**src/rtl/iop_pkg.sv**
```systemverilog
package iop_pkg;
  localparam int IW = 16;

  localparam logic [3:0] OP_NOP  = 4'd0;
  localparam logic [3:0] OP_LDI  = 4'd1;
  localparam logic [3:0] OP_ANDI = 4'd2;
  localparam logic [3:0] OP_ORI  = 4'd3;
  localparam logic [3:0] OP_XORI = 4'd4;
  localparam logic [3:0] OP_ADDI = 4'd5;
  localparam logic [3:0] OP_IORD = 4'd6;
  localparam logic [3:0] OP_IOWR = 4'd7;
  localparam logic [3:0] OP_JMP  = 4'd8;
  localparam logic [3:0] OP_JZ   = 4'd9;
  localparam logic [3:0] OP_JNZ  = 4'd10;
  localparam logic [3:0] OP_CALL = 4'd11;
  localparam logic [3:0] OP_RET  = 4'd12;

  localparam logic [1:0] PH_ADDR  = 2'd0;
  localparam logic [1:0] PH_LATCH = 2'd1;
  localparam logic [1:0] PH_EXEC  = 2'd2;
  localparam logic [1:0] PH_DONE  = 2'd3;

  typedef enum logic [1:0] {ALU_AND, ALU_OR, ALU_XOR, ALU_ADD} alu_op_e;
endpackage

```
**src/rtl/iop_regfile.sv**
```systemverilog
module iop_regfile #(
  parameter int DW   = 8,
  parameter int RW   = 4,
  parameter int NGPR = 8
) (
  input  logic          clk_i,
  input  logic          rst_ni,
  input  logic [RW-1:0] raddr_i,
  output logic [DW-1:0] rdata_o,
  input  logic          we_i,
  input  logic [RW-1:0] waddr_i,
  input  logic [DW-1:0] wdata_i
);
  localparam int GW = (NGPR > 1) ? $clog2(NGPR) : 1;
  localparam logic [RW-1:0] GPR_LIM = RW'(NGPR);
  localparam logic [RW-1:0] K_ZERO  = RW'(NGPR);
  localparam logic [RW-1:0] K_ONE   = RW'(NGPR + 1);
  localparam logic [RW-1:0] K_ONES  = RW'(NGPR + 2);

  logic [NGPR-1:0][DW-1:0] regs_q;

  always_ff @(posedge clk_i or negedge rst_ni) begin
    if (!rst_ni) regs_q <= '0;
    else if (we_i && (waddr_i < GPR_LIM)) regs_q[waddr_i[GW-1:0]] <= wdata_i;
  end

  always_comb begin
    if (raddr_i < GPR_LIM) rdata_o = regs_q[raddr_i[GW-1:0]];
    else begin
      case (raddr_i)
        K_ONE:   rdata_o = DW'(1);
        K_ONES:  rdata_o = '1;
        K_ZERO:  rdata_o = '0;
        default: rdata_o = '0;
      endcase
    end
  end

  assert_const_wr_ignored_R5: assert property (@(posedge clk_i) disable iff (!rst_ni)
    (we_i && waddr_i >= GPR_LIM) |=> $stable(regs_q));
endmodule

```
**src/rtl/iop_alu.sv**
```systemverilog
module iop_alu
  import iop_pkg::*;
#(
  parameter int DW = 8
) (
  input  alu_op_e       op_i,
  input  logic [DW-1:0] a_i,
  input  logic [DW-1:0] b_i,
  output logic [DW-1:0] y_o,
  output logic          zero_o
);
  always_comb begin
    case (op_i)
      ALU_AND: y_o = a_i & b_i;
      ALU_OR:  y_o = a_i | b_i;
      ALU_XOR: y_o = a_i ^ b_i;
      default: y_o = a_i + b_i;
    endcase
  end
  assign zero_o = (y_o == '0);
endmodule

```
**src/rtl/iop_retstack.sv**
```systemverilog
module iop_retstack #(
  parameter int DEPTH = 4,
  parameter int AW    = 12
) (
  input  logic          clk_i,
  input  logic          rst_ni,
  input  logic          push_i,
  input  logic          pop_i,
  input  logic [AW-1:0] push_addr_i,
  output logic [AW-1:0] top_o,
  output logic          empty_o
);
  if (DEPTH == 0) begin : g_none
    assign top_o   = '0;
    assign empty_o = 1'b1;
  end else begin : g_stack
    localparam int CW = $clog2(DEPTH + 1);
    localparam logic [CW-1:0] FULL = CW'(DEPTH);
    logic [DEPTH-1:0][AW-1:0] stk_q;
    logic [CW-1:0]            cnt_q;

    // entry 0 is the top; a push onto a full stack drops the deepest entry
    always_ff @(posedge clk_i or negedge rst_ni) begin
      if (!rst_ni) begin
        stk_q <= '0;
        cnt_q <= '0;
      end else if (push_i) begin
        for (int i = DEPTH - 1; i > 0; i--) stk_q[i] <= stk_q[i-1];
        stk_q[0] <= push_addr_i;
        if (cnt_q != FULL) cnt_q <= cnt_q + 1'b1;
      end else if (pop_i && cnt_q != '0) begin
        for (int i = 0; i < DEPTH - 1; i++) stk_q[i] <= stk_q[i+1];
        stk_q[DEPTH-1] <= '0;
        cnt_q <= cnt_q - 1'b1;
      end
    end

    assign top_o   = stk_q[0];
    assign empty_o = (cnt_q == '0);

    assert_depth_bound_R9: assert property (@(posedge clk_i) disable iff (!rst_ni)
      cnt_q <= FULL);
    assert_push_top_R9: assert property (@(posedge clk_i) disable iff (!rst_ni)
      push_i |=> (stk_q[0] == $past(push_addr_i)) && !empty_o);
  end
endmodule

```
**src/rtl/iop_core.sv**
```systemverilog
module iop_core
  import iop_pkg::*;
#(
  parameter int PC_W        = 12,
  parameter int DW          = 8,
  parameter int NGPR        = 8,
  parameter int STACK_DEPTH = 4
) (
  input  logic            clk_i,
  input  logic            rst_ni,
  output logic [PC_W-1:0] prog_addr_o,
  input  logic [IW-1:0]   prog_data_i,
  output logic [DW-1:0]   io_addr_o,
  output logic [DW-1:0]   io_wdata_o,
  input  logic [DW-1:0]   io_rdata_i,
  output logic            io_rd_o,
  output logic            io_wr_o
);
  localparam int RW = 4;

  logic [1:0]      phase_q;
  logic [PC_W-1:0] pc_q, pc_nxt, stk_top;
  logic [IW-1:0]   ir_q;
  logic            zf_q, stk_empty, push, pop, last, is_alu, we, alu_zero;
  logic [3:0]      op;
  logic [RW-1:0]   rsel;
  logic [DW-1:0]   imm, rdata, alu_y, wdata;
  logic [PC_W-1:0] tgt;

  assign op   = ir_q[15:12];
  assign rsel = ir_q[11:8];
  assign imm  = ir_q[DW-1:0];
  assign tgt  = ir_q[PC_W-1:0];
  assign last = (phase_q == PH_DONE);
  assign is_alu = (op >= OP_ANDI) && (op <= OP_ADDI);

  always_ff @(posedge clk_i or negedge rst_ni) begin
    if (!rst_ni) begin
      phase_q <= PH_ADDR;
      pc_q    <= '0;
      ir_q    <= '0;
      zf_q    <= 1'b0;
    end else begin
      phase_q <= phase_q + 2'd1;
      if (phase_q == PH_LATCH) ir_q <= prog_data_i;
      if (last) begin
        pc_q <= pc_nxt;
        if (is_alu) zf_q <= alu_zero;
      end
    end
  end

  iop_regfile #(.DW(DW), .RW(RW), .NGPR(NGPR)) u_regs (
    .clk_i, .rst_ni, .raddr_i(rsel), .rdata_o(rdata),
    .we_i(we), .waddr_i(rsel), .wdata_i(wdata)
  );

  iop_alu #(.DW(DW)) u_alu (
    .op_i(alu_op_e'(op[1:0] - 2'd2)), .a_i(rdata), .b_i(imm),
    .y_o(alu_y), .zero_o(alu_zero)
  );

  iop_retstack #(.DEPTH(STACK_DEPTH), .AW(PC_W)) u_stack (
    .clk_i, .rst_ni, .push_i(push), .pop_i(pop), .push_addr_i(pc_q + 1'b1),
    .top_o(stk_top), .empty_o(stk_empty)
  );

  assign we    = last && (is_alu || op == OP_LDI || op == OP_IORD);
  assign wdata = (op == OP_LDI) ? imm : (op == OP_IORD) ? io_rdata_i : alu_y;

  always_comb begin
    pc_nxt = pc_q + 1'b1;
    push   = 1'b0;
    pop    = 1'b0;
    case (op)
      OP_JMP:  pc_nxt = tgt;
      OP_JZ:   if (zf_q) pc_nxt = tgt;
      OP_JNZ:  if (!zf_q) pc_nxt = tgt;
      OP_CALL: if (STACK_DEPTH > 0) begin
        pc_nxt = tgt;
        push   = last;
      end
      OP_RET:  if (!stk_empty) begin
        pc_nxt = stk_top;
        pop    = last;
      end
      default: ;
    endcase
  end

  // strobes span the two execute clocks
  assign prog_addr_o = pc_q;
  assign io_addr_o   = imm;
  assign io_wdata_o  = rdata;
  assign io_rd_o     = phase_q[1] && (op == OP_IORD);
  assign io_wr_o     = phase_q[1] && (op == OP_IOWR);

  assert_strobe_excl_R10: assert property (@(posedge clk_i) disable iff (!rst_ni)
    !(io_rd_o && io_wr_o));
  assert_pc_hold_R1: assert property (@(posedge clk_i) disable iff (!rst_ni)
    !last |=> $stable(prog_addr_o));
  assert_rd_width_R6: assert property (@(posedge clk_i) disable iff (!rst_ni)
    $rose(io_rd_o) |=> io_rd_o);
  assert_rd_end_R6: assert property (@(posedge clk_i) disable iff (!rst_ni)
    (io_rd_o && $past(io_rd_o)) |=> !io_rd_o);
  assert_wr_width_R7: assert property (@(posedge clk_i) disable iff (!rst_ni)
    $rose(io_wr_o) |=> io_wr_o && $stable(io_addr_o) && $stable(io_wdata_o));
  assert_zf_hold_R4: assert property (@(posedge clk_i) disable iff (!rst_ni)
    !(last && is_alu) |=> $stable(zf_q));
endmodule

```
**config.mk**
```make
export PLATFORM = sky130hd
export DESIGN_NAME = iop_core
export DESIGN_NICKNAME = d
export VERILOG_FILES = /design/src/rtl/iop_pkg.sv /design/src/rtl/iop_regfile.sv /design/src/rtl/iop_alu.sv /design/src/rtl/iop_retstack.sv /design/src/rtl/iop_core.sv
export SDC_FILE = /design/constraint.sdc
export NUM_CORES = 1
export LEC_CHECK = 0
export ABC_AREA = 1
export BUFFER_PORTS_ARGS = -buffer_cell sky130_fd_sc_hd__buf_2
export CAP_MARGIN = 20
export CORE_AREA = 2 2 200 104
export CTS_CLUSTER_DIAMETER = 120
export DETAILED_ROUTE_END_ITERATION = 10
export DIE_AREA = 0 0 202 106
export MAX_ROUTING_LAYER = met4
export PLACE_DENSITY = 0.67
export SYNTH_ARGS = -nofsm -noshare
export SYNTH_HDL_FRONTEND = slang
export SYNTH_HIERARCHICAL = 1
export SYNTH_SLANG_ARGS = --single-unit
```
**constraint.sdc**
```tcl
create_clock -name clk_i -period 3.95 [get_ports clk_i]
set_input_delay 0.395 -clock clk_i [delete_from_list [all_inputs] [get_ports clk_i]]
set_output_delay 0.395 -clock clk_i [all_outputs]
set_load 0.005 [all_outputs]
```
==> run metrics, run 1 <==
status complete, no violations; vias 8250; layout cells sized above 1 0.125; post-synthesis area per instance between 7 and 8 um2; Buf+Inv Stages, Crit Path 4; Max-Cap Viols 0; clock buffer depth 2; Synth cell types 38; Clk Latency, worst-skew pair between 0.4 and 0.5 ns; CTS sink count roughly 150; Post-route DRC 0; ANT cells 0; IO Pins 56; reg2reg start ir_q[8]$_DFFE_PN0N_; Sum Neg Setup Slack 0 ns; port buffer count between 50 and 60; maximum VDD drop 0.311 mV; Final period util 0.956; vias in the first global route about 7400; Detail Placement HPWL between 15 and 20 mm; Max Clock Skew approximately 0.014 ns; Worst setup SP type register; antenna violations before repair 0; Initial Util 0.449; # setup viols final 0; pin count of the biggest net entering global routing 98; total power density per cell area approximately 470 nW/um2; slowest CP cell dfrtp_1; CP arrival 4.11 ns; Num CTS Buffers 17; postcts setup bufs 0; Synthesis Warnings 6; Seq/Total Area, Yosys 0.410; core box area about 20000 um2; worst hold path class input port to async pin; first-pass iteration count of the detailed router 5; post-synth top area cell dfrtp_1; Setup WS pre-CTS around 0.38 ns; r2r setup slk about 0.17 ns; crit path capture type register; DIE HEIGHT around 110 um; Overall Global Routing Usage 0.264; drt first-iter violations approximately 940; final WL 26.6 mm; Worst Reg-to-Reg Cells 22; Worst setup endpoint u_regs/regs_q[7]$_DFFE_PN0P_; Worst path depth 22; fin crit period around 3.8 ns; DR vias/cell ~5.4; RSZ-0062 raised after global routing no; CTS tree done; Fin. Hold Viols 0; netlist area before placement approximately 8900 um2; clock root buffer master clkbuf_16; Crit Reg-Reg Endpoint u_regs/regs_q[7]$_DFFE_PN0P_; WL per Instance about 17 um; Routed Antenna Nets 0; Die X slightly above 200 um; CP peak stage delay 0.45 ns; critical path class register to register; most frequent CP cell nand2_1; PnR worst setup slack about 0.17 ns; Final #Nets 1296; Site Rows 37; top post-synthesis cells by area dfrtp_1 (41%), nand2_1 (17%), nand3_1 (8.5%); CP Launch Point ir_q[8]$_DFFE_PN0N_; f_max between 200 and 300 MHz; synthesis-stage register bit count roughly 150; Worst-path clk slew 0.06 ns; gate family responsible for the most delay along the worst path simple AND/OR/NAND/NOR gates; Die ar. ~21000 um2; Critical Path RT roughly 4.3 ns; Slew Limit Fails 0; Area Growth Syn to Fin 10.2%; placer congestion estimate around 1; Syn Nets ~1300; Pleak around 5.1 nW; GR Overflow Total 0; Worst-Margin Slew between 0.9 and 1 ns; Slew HR 0.365; Synth top area share 0.410; htree depth 4; crit-path max FO 33; Total Power about 4.6 mW; CP cell instances inv_1, buf_4, nand2_1, nand2_1, nand2_1, nand3_1, nand3_1, nand2_1, inv_1, ha_1, nand2_1, nor2_1, nand3_1, nand2_1, nand2_1, nand2_1, nand2_1, nand2_1, nand2_1, a31oi_1, inv_1, o21ai_0; synthesized instance count around 1200; first-pass GRT wire length around 42 mm
-- power breakdown --
| group | total [mW] | internal [mW] | leakage [nW] | switching [mW] |
|---|---|---|---|---|
| registers | 1.86 | 1.68 | 1.73 | 0.180 |
| clock network | 1.66 | 0.960 | 0.295 | 0.698 |
| logic | 1.07 | 0.351 | 3.12 | 0.716 |
| total | 4.58 | 2.99 | 5.15 | 1.59 |
-- sequential cells by signal, summed over array words and instances (netlist names) --
register and flops:
u_stack/top_o 12, prog_addr_o 12, ir_q 16, u_stack/g_stack.stk_q 36, u_regs/regs_q 64, u_stack/g_stack.cnt_q 3
zf_q 1, phase_q 2
-- metrics by stage --
step	hold slack [ns]	util	cells	instance area (um2)
after global placement	0.449	0.464	1503	9220
after CTS	0.111	0.494	1535	9810
after detailed placement	0.455	0.464	1503	9220
after floorplan	0.0994	-	1234	8910
after global routing	0.133	0.494	1535	9820
final	0.0544	0.494	1535	9820
-- area by class of cell --
class,count,area [um2]
Fill cell,1960,10000
Multi-Input combinational cell,852,4210
Sequential cell,146,3650
Inverter,165,622
Clock buffer,19,443
Timing Repair Buffer,67,397
Tap cell,273,342
Clock inverter,13,150
-- routing by layer --
layer,global-route usage,part of all wire
met3,0.0650,0.11
met2,0.305,0.35
met1,0.442,0.54
met4,0.0415,0.0057
met5,-,0
-- worst min path at each step --
stage / to / slack (ns) / startpoint / cells after the start
6_report: u_regs/regs_q[50]$_DFFE_PN0P_ / 0.05 / rst_ni / 1
5_1_grt: u_regs/regs_q[50]$_DFFE_PN0P_ / 0.13 / rst_ni / 1
4_1_cts: u_regs/regs_q[50]$_DFFE_PN0P_ / 0.11 / rst_ni / 1
3_5_place_dp: phase_q[0]$_DFF_PN0_ / 0.46 / phase_q[0]$_DFF_PN0_ / 1
3_3_place_gp: phase_q[0]$_DFF_PN0_ / 0.45 / phase_q[0]$_DFF_PN0_ / 1
2_1_floorplan: ir_q[0]$_DFFE_PN0N_ / 0.1 / rst_ni / 0
-- cells in the final DEF, fill, tap and decap left out, types with 3 or more instances in the layout --
cell       synthesis  final
a21oi_1           17     17
o22ai_1            3      3
nand2_1          392    392
inv_1            155    155
inv_2              7      7
nor2_4             3      3
clkbuf_16          0     17
xor2_1             4      4
nand2_4            3      3
o21ai_2           15     15
buf_2             24     54
a31oi_1            8      7
nand3_1          151    151
o21ai_0          105    105
mux2_2             7      7
nor2_1            60     59
buf_4             28     10
nand4_1           26     26
nand3b_1           7      7
dfrtp_1          146    146
or2_2              5      5
nor2_2             4      5
ha_1              19     19
clkinv_4           0      4
nor3_4             4      4
clkinv_2           0      3
nand2_2            5      5
-- worst register-to-register path, delay by kind of cell (launching register included) --
family,cells,cell delay [ns]
flops,1,0.45
buf+inv,4,0.75
simple gates,15,1.50
compound gates,2,0.64
fa+ha+maj,1,0.36
-- synthesized netlist by cell type, drive strengths merged --
| cell type | count |
|---|---|
| inv | 163 |
| ha | 19 |
| or2 | 6 |
| dfrtp | 146 |
| fa | 2 |
| a21oi | 18 |
| a21o | 1 |
| nand2 | 401 |
| a22oi | 1 |
| mux2 | 7 |
| nand3 | 151 |
| o21ai | 120 |
| o22ai | 3 |
| nor3 | 7 |
| xor2 | 4 |
| nand4 | 27 |
| clkinv | 2 |
| clkbuf | 14 |
| and2 | 1 |
| a31oi | 8 |
| o211ai | 2 |
| buf | 57 |
| nand3b | 7 |
| nor2 | 67 |
-- kinds of logic after synthesis --
logic type | after synthesis | share of synthesized area
buffers and inverters | 236 | 0.119
flip-flops | 146 | 0.410
AND/OR/NAND/NOR | 667 | 0.332
multiplexers | 7 | 0.00885
XOR/XNOR | 4 | 0.00393
AO/OA/AOI/OAI | 153 | 0.0953
adder cells (fa/ha/maj) | 21 | 0.0312
-- timing repair --
item	4_1_cts	5_1_grt
resized for setup	0	1
setup endpoints to repair	0	5
hold buffers	0	0
No activity file was read; power rests on OpenSTA's default activity.
==> run 2: changes to the inputs <==
--- a/config.mk
+++ b/config.mk
@@ -8,12 +8,14 @@
 export ABC_AREA = 1
 export BUFFER_PORTS_ARGS = -buffer_cell sky130_fd_sc_hd__buf_2
 export CAP_MARGIN = 20
-export CORE_AREA = 2 2 200 104
-export CTS_CLUSTER_DIAMETER = 120
+export CELL_PAD_IN_SITES_DETAIL_PLACEMENT = 0
+export CELL_PAD_IN_SITES_GLOBAL_PLACEMENT = 1
+export CORE_AREA = 2 2 203 105
+export CTS_CLUSTER_DIAMETER = 80
 export DETAILED_ROUTE_END_ITERATION = 10
-export DIE_AREA = 0 0 202 106
+export DIE_AREA = 0 0 205 107
 export MAX_ROUTING_LAYER = met4
-export PLACE_DENSITY = 0.67
+export PLACE_DENSITY = 0.83
 export SYNTH_ARGS = -nofsm -noshare
 export SYNTH_HDL_FRONTEND = slang
 export SYNTH_HIERARCHICAL = 1
==> run metrics, run 2 (same netlist as run 1, synthesis figures left out) <==
reg2reg start ir_q[8]$_DFFE_PN0N_; Sum Neg Setup Slack 0 ns; Site Rows 37; IO Pins between 50 and 60; Slew Limit Fails 0; total power density per cell area ~470 nW/um2; vias a little over 8000; first-pass iteration count of the detailed router 5; drt first-iter violations about 860; fin area 9900 um2; worst hold path class input port to async pin; Area Growth Syn to Fin 11.1%; maximum VDD drop roughly 0.30 mV; ANT cells 0; status complete, no violations; htree depth 4; highest-count cells in the layout ignoring fill and taps nand2_1 (392), inv_1 (154), nand3_1 (151); Detail Placement HPWL around 20 mm; Clk Latency, worst-skew pair between 0.4 and 0.5 ns; Worst Reg-to-Reg Cells 21; DR vias/cell about 5.3; Post-DP Area roughly 9200 um2; Cell Count, Final, Fillers Out 1538; Overall Global Routing Usage 0.266; most common cell after layout, fill and taps aside nand2_1; Post-route DRC 0; layout cells sized above 1 0.128; Largest register FFs 64; Worst setup SP type register; crit-path max FO 19; critical path class register to register; DIE HEIGHT around 110 um; first-pass GRT wire length between 40 and 50 mm; CP arrival approximately 4 ns; final WL around 27 mm; Final #Nets roughly 1300; Post-CTS Hold Buffers 0; Die X about 210 um; f_max approximately 280 MHz; pin count of the biggest net entering global routing 94; Worst-Margin Slew 0.916 ns; port buffer count 55; GR Overflow Total 0; RSZ-0062 raised after global routing no; crit path capture type register; Slew HR 0.390; Final period util 0.901; r2r setup slk about 0.4 ns; Die ar. 21900 um2; CTS tree done; clock buffer depth 2; Num CTS Buffers 17; Most flops, register u_regs/regs_q; vias in the first global route roughly 7300; Pleak around 5.2 nW; placer congestion estimate between 1 and 1.5; WL per Instance 17.4 um; fin crit period 3.56 ns; CTS sink count 146; Max-Cap Viols 0; clock root buffer master clkbuf_16; Critical Path RT approximately 4.3 ns; Fin. Hold Viols 0; # setup viols final 0; Max Clock Skew approximately 0.015 ns; placed cells about 1500; Crit Reg-Reg Endpoint u_regs/regs_q[39]$_DFFE_PN0P_; Routed Antenna Nets 0; antenna violations before repair 0; Worst-path clk slew 0.07 ns; Initial Util 0.442; Top Registers u_regs/regs_q (64), u_stack/g_stack.stk_q (36), ir_q (16); core box area 20200 um2
## run 2: worst max path at each step
stage                             start                            end  depth (start not counted)
finish              ir_q[8]$_DFFE_PN0N_  u_regs/regs_q[39]$_DFFE_PN0P_                         21
global route        ir_q[8]$_DFFE_PN0N_  u_regs/regs_q[39]$_DFFE_PN0P_                         21
CTS                 ir_q[8]$_DFFE_PN0N_  u_regs/regs_q[39]$_DFFE_PN0P_                         21
detailed placement  ir_q[8]$_DFFE_PN0N_  u_regs/regs_q[39]$_DFFE_PN0P_                         21
global placement    ir_q[8]$_DFFE_PN0N_  u_regs/regs_q[55]$_DFFE_PN0P_                         21
floorplan           ir_q[9]$_DFFE_PN0N_   u_regs/regs_q[6]$_DFFE_PN0P_                         22
## run 2: where the power goes
| group | internal, mW | switching (mW) |
|---|---|---|
| clock | 1.09 | 0.703 |
| combinational | 0.342 | 0.695 |
| sequential | 1.68 | 0.171 |
## run 2: stage by stage
stage | setup WS [ns] | util | hold WS [ns] | total power [mW]
4_1_cts | 0.403 | 0.488 | 0.0898 | 4.68
3_3_place_gp | 0.472 | 0.456 | 0.451 | 2.87
5_1_grt | 0.0436 | 0.491 | 0.112 | 4.94
2_1_floorplan | 0.906 | - | 0.0994 | 2.55
6_report | 0.392 | 0.491 | 0.0292 | 4.67
3_5_place_dp | 0.429 | 0.456 | 0.459 | 2.87
## run 2: cell type report
type / instances / area [um2]
tap: 273 / 342
fill: 2080 / 10300
timing repair buffer: 70 / 430
multi-input combinational: 852 / 4210
clock inverter: 13 / 199
sequential: 146 / 3650
clock buffer: 19 / 443
inverter: 165 / 629
## run 2: timing repair
item                                    in CTS  in global routing
gates resized for setup                      0                  3
endpoints found under the setup margin       0                  6
buffers inserted                             0                  3
## run 2: critical path, cell delays in order, from the launching register on
cell	delay [ns]
dfrtp_1	0.41
clkinvlp_4	0.24
buf_4	0.28
nand2_1	0.07
nand3_1	0.07
nand3_1	0.09
nand3_1	0.15
nand2_1	0.20
inv_1	0.06
ha_1	0.40
nand2_1	0.11
nor2_1	0.12
nand3_1	0.12
nand2_1	0.09
nand2_1	0.05
nand2_1	0.05
nand2_1	0.04
nand2_1	0.14
nand2_1	0.07
a31oi_1	0.29
inv_1	0.17
o21ai_0	0.20
## run 2: layer usage
layer  track usage  share of wire  wire length (um)
met1         0.432           0.54             14300
met5             -              0                 0
met4        0.0591         0.0096               257
met2         0.294           0.34              9180
met3        0.0918           0.11              2960
==> run 3: changes to the inputs <==
--- a/config.mk
+++ b/config.mk
@@ -10,12 +10,12 @@
 export CAP_MARGIN = 20
 export CELL_PAD_IN_SITES_DETAIL_PLACEMENT = 0
 export CELL_PAD_IN_SITES_GLOBAL_PLACEMENT = 1
-export CORE_AREA = 2 2 203 105
+export CORE_AREA = 2 2 212 110
 export CTS_CLUSTER_DIAMETER = 80
 export DETAILED_ROUTE_END_ITERATION = 10
-export DIE_AREA = 0 0 205 107
+export DIE_AREA = 0 0 214 112
 export MAX_ROUTING_LAYER = met4
-export PLACE_DENSITY = 0.83
+export PLACE_DENSITY = 0.8
 export SYNTH_ARGS = -nofsm -noshare
 export SYNTH_HDL_FRONTEND = slang
 export SYNTH_HIERARCHICAL = 1
==> constraint.sdc (replaced) <==
create_clock -name clk_i -period 3.2 [get_ports clk_i]
set_input_delay 0.32 -clock clk_i [delete_from_list [all_inputs] [get_ports clk_i]]
set_output_delay 0.32 -clock clk_i [all_outputs]
set_load 0.005 [all_outputs]
==> run metrics, run 3 (same netlist as run 1, synthesis figures left out) <==
Post-route DRC 0; HP Start prog_data_i[1]; Area Growth Syn to Fin 16.4%; Final period util 0.935; placer congestion estimate 0.930; Worst-path clk slew 0.06 ns; pin count of the biggest net entering global routing between 60 and 70; total power density per cell area between 500 and 600 nW/um2; Initial Util 0.401; first-pass iteration count of the detailed router 6; antenna violations before repair 0; Most flops, register u_regs/regs_q; CTS sink count between 100 and 150; Total Power around 5.6 mW; DR vias/cell roughly 5.1; Setup WS pre-CTS approximately 0.12 ns; clock buffer depth 2; Worst setup SP type register; final WL roughly 27 mm; htree depth 4; vias in the first global route 7472; first-pass GRT wire length approximately 43 mm; FILL cells ~2300; layout cells sized above 1 0.172; Site Rows 39; Cell Count, Final, Fillers Out ~1600; Clk Latency, worst-skew pair 0.44 ns; PnR worst setup slack around 0.21 ns; Fin. Hold Viols 0; most common cell after layout, fill and taps aside nand2_1; worst hold path stage count 3; Die X approximately 210 um; drt first-iter violations 862; Worst Hold Path EP ir_q[1]$_DFFE_PN0N_; Slew Limit Fails 0; reg2reg start ir_q[8]$_DFFE_PN0N_; critical path class register to register; worst hold path class input port to register; Max-Cap Viols 0; Slew HR 0.552; Crit Reg-Reg Endpoint u_regs/regs_q[4]$_DFFE_PN0P_; Critical Path RT about 3.6 ns; Routed Antenna Nets 0; Sum Neg Setup Slack 0 ns; port buffer count between 50 and 60; DIE HEIGHT about 110 um; crit-path max FO 6; Num CTS Buffers 17; Max Clock Skew 0.0102 ns; core box area 22200 um2; CP arrival between 3 and 4 ns; Worst-Margin Slew just under 0.7 ns; Top Registers u_regs/regs_q (64), u_stack/g_stack.stk_q (36), ir_q (16); Detail Placement HPWL about 21 mm; Overall Global Routing Usage 0.244; r2r setup slk just over 0.2 ns; status complete, no violations; ANT cells 0; Die ar. around 24000 um2; f_max approximately 330 MHz; Final #Nets 1347; Pleak approximately 5.4 nW; placed cells 1583; Worst Hold Slack 0.103 ns; highest-count cells in the layout ignoring fill and taps nand2_1 (388), inv_1 (152), nand3_1 (148); crit path capture type register; maximum VDD drop 0.301 mV; fin crit period 2.99 ns; WL per Instance between 15 and 20 um; CTS tree done; vias 8279; Worst Reg-to-Reg Cells 22; area occupied by multi-input gates 4310 um2; IO Pins 56; Largest register FFs 64; clock root buffer master clkbuf_16; GR Overflow Total 0; # setup viols final 0; Seq. cell area roughly 3700 um2
run 3: through the flow:
step	utilization	instance area (um2)
6_report	0.467	10400
5_1_grt	0.467	10400
4_1_cts	0.459	10200
3_5_place_dp	0.434	9630
3_3_place_gp	0.434	9630
2_1_floorplan	-	8910
run 3: where the power goes:
part           internal, mW  total (mW)  switching (mW)  leakage [nW]
clock network          1.10        1.91           0.804         0.262
logic                 0.512        1.40           0.891          3.40
registers              2.07        2.27           0.195          1.73
run 3: repair_timing:
item                                    CTS  global route
hold endpoints to repair                 47             0
setup buffers                             0             3
gates resized for setup                   0            38
hold buffers                              1             0
endpoints found under the setup margin    0            46
run 3: worst max-delay path by stage:
stage | from | to | slack (ns)
4_1_cts | ir_q[8]$_DFFE_PN0N_ | u_regs/regs_q[20]$_DFFE_PN0P_ | 0.09
3_3_place_gp | ir_q[8]$_DFFE_PN0N_ | u_regs/regs_q[7]$_DFFE_PN0P_ | 0.16
2_1_floorplan | ir_q[9]$_DFFE_PN0N_ | u_regs/regs_q[6]$_DFFE_PN0P_ | 0.16
6_report | ir_q[8]$_DFFE_PN0N_ | u_regs/regs_q[4]$_DFFE_PN0P_ | 0.21
3_5_place_dp | ir_q[8]$_DFFE_PN0N_ | u_regs/regs_q[7]$_DFFE_PN0P_ | 0.12
5_1_grt | ir_q[8]$_DFFE_PN0N_ | u_regs/regs_q[12]$_DFFE_PN0P_ | -0.003
run 3: worst max-delay path: stages (launching register included):
cell and delay [ns]:
dfrtp_2 0.41, inv_4 0.07, buf_12 0.12, clkbuf_16 0.14
buf_4 0.13, nor2_1 0.07, o21ai_0 0.08, nand2_1 0.10
ha_2 0.19, inv_1 0.05, fa_2 0.33, inv_1 0.07
nand2_1 0.08, nand2_2 0.08, nand3b_1 0.07, nand3_1 0.08
nand2_2 0.08, inv_1 0.06, nand2_1 0.07, a31oi_4 0.20
buf_6 0.15, clkinvlp_4 0.13, o21ai_1 0.14
run 3: cell type report:
class                      count  area share
multi-input combinational    852       0.416
timing repair buffer         118      0.0818
clock buffer                  22      0.0447
inverter                     165      0.0605
tap                          307      0.0370
clock inverter                 8     0.00784
sequential                   146       0.352
run 3: metal layers:
layer  track usage  vias to the layer above  wire length [um]
li1              -                     4043                 -
met1         0.397                     3881             14900
met2         0.276                      330              9520
met3        0.0691                       25              2690
met4        0.0573                        0               299
met5             -                        -                 0
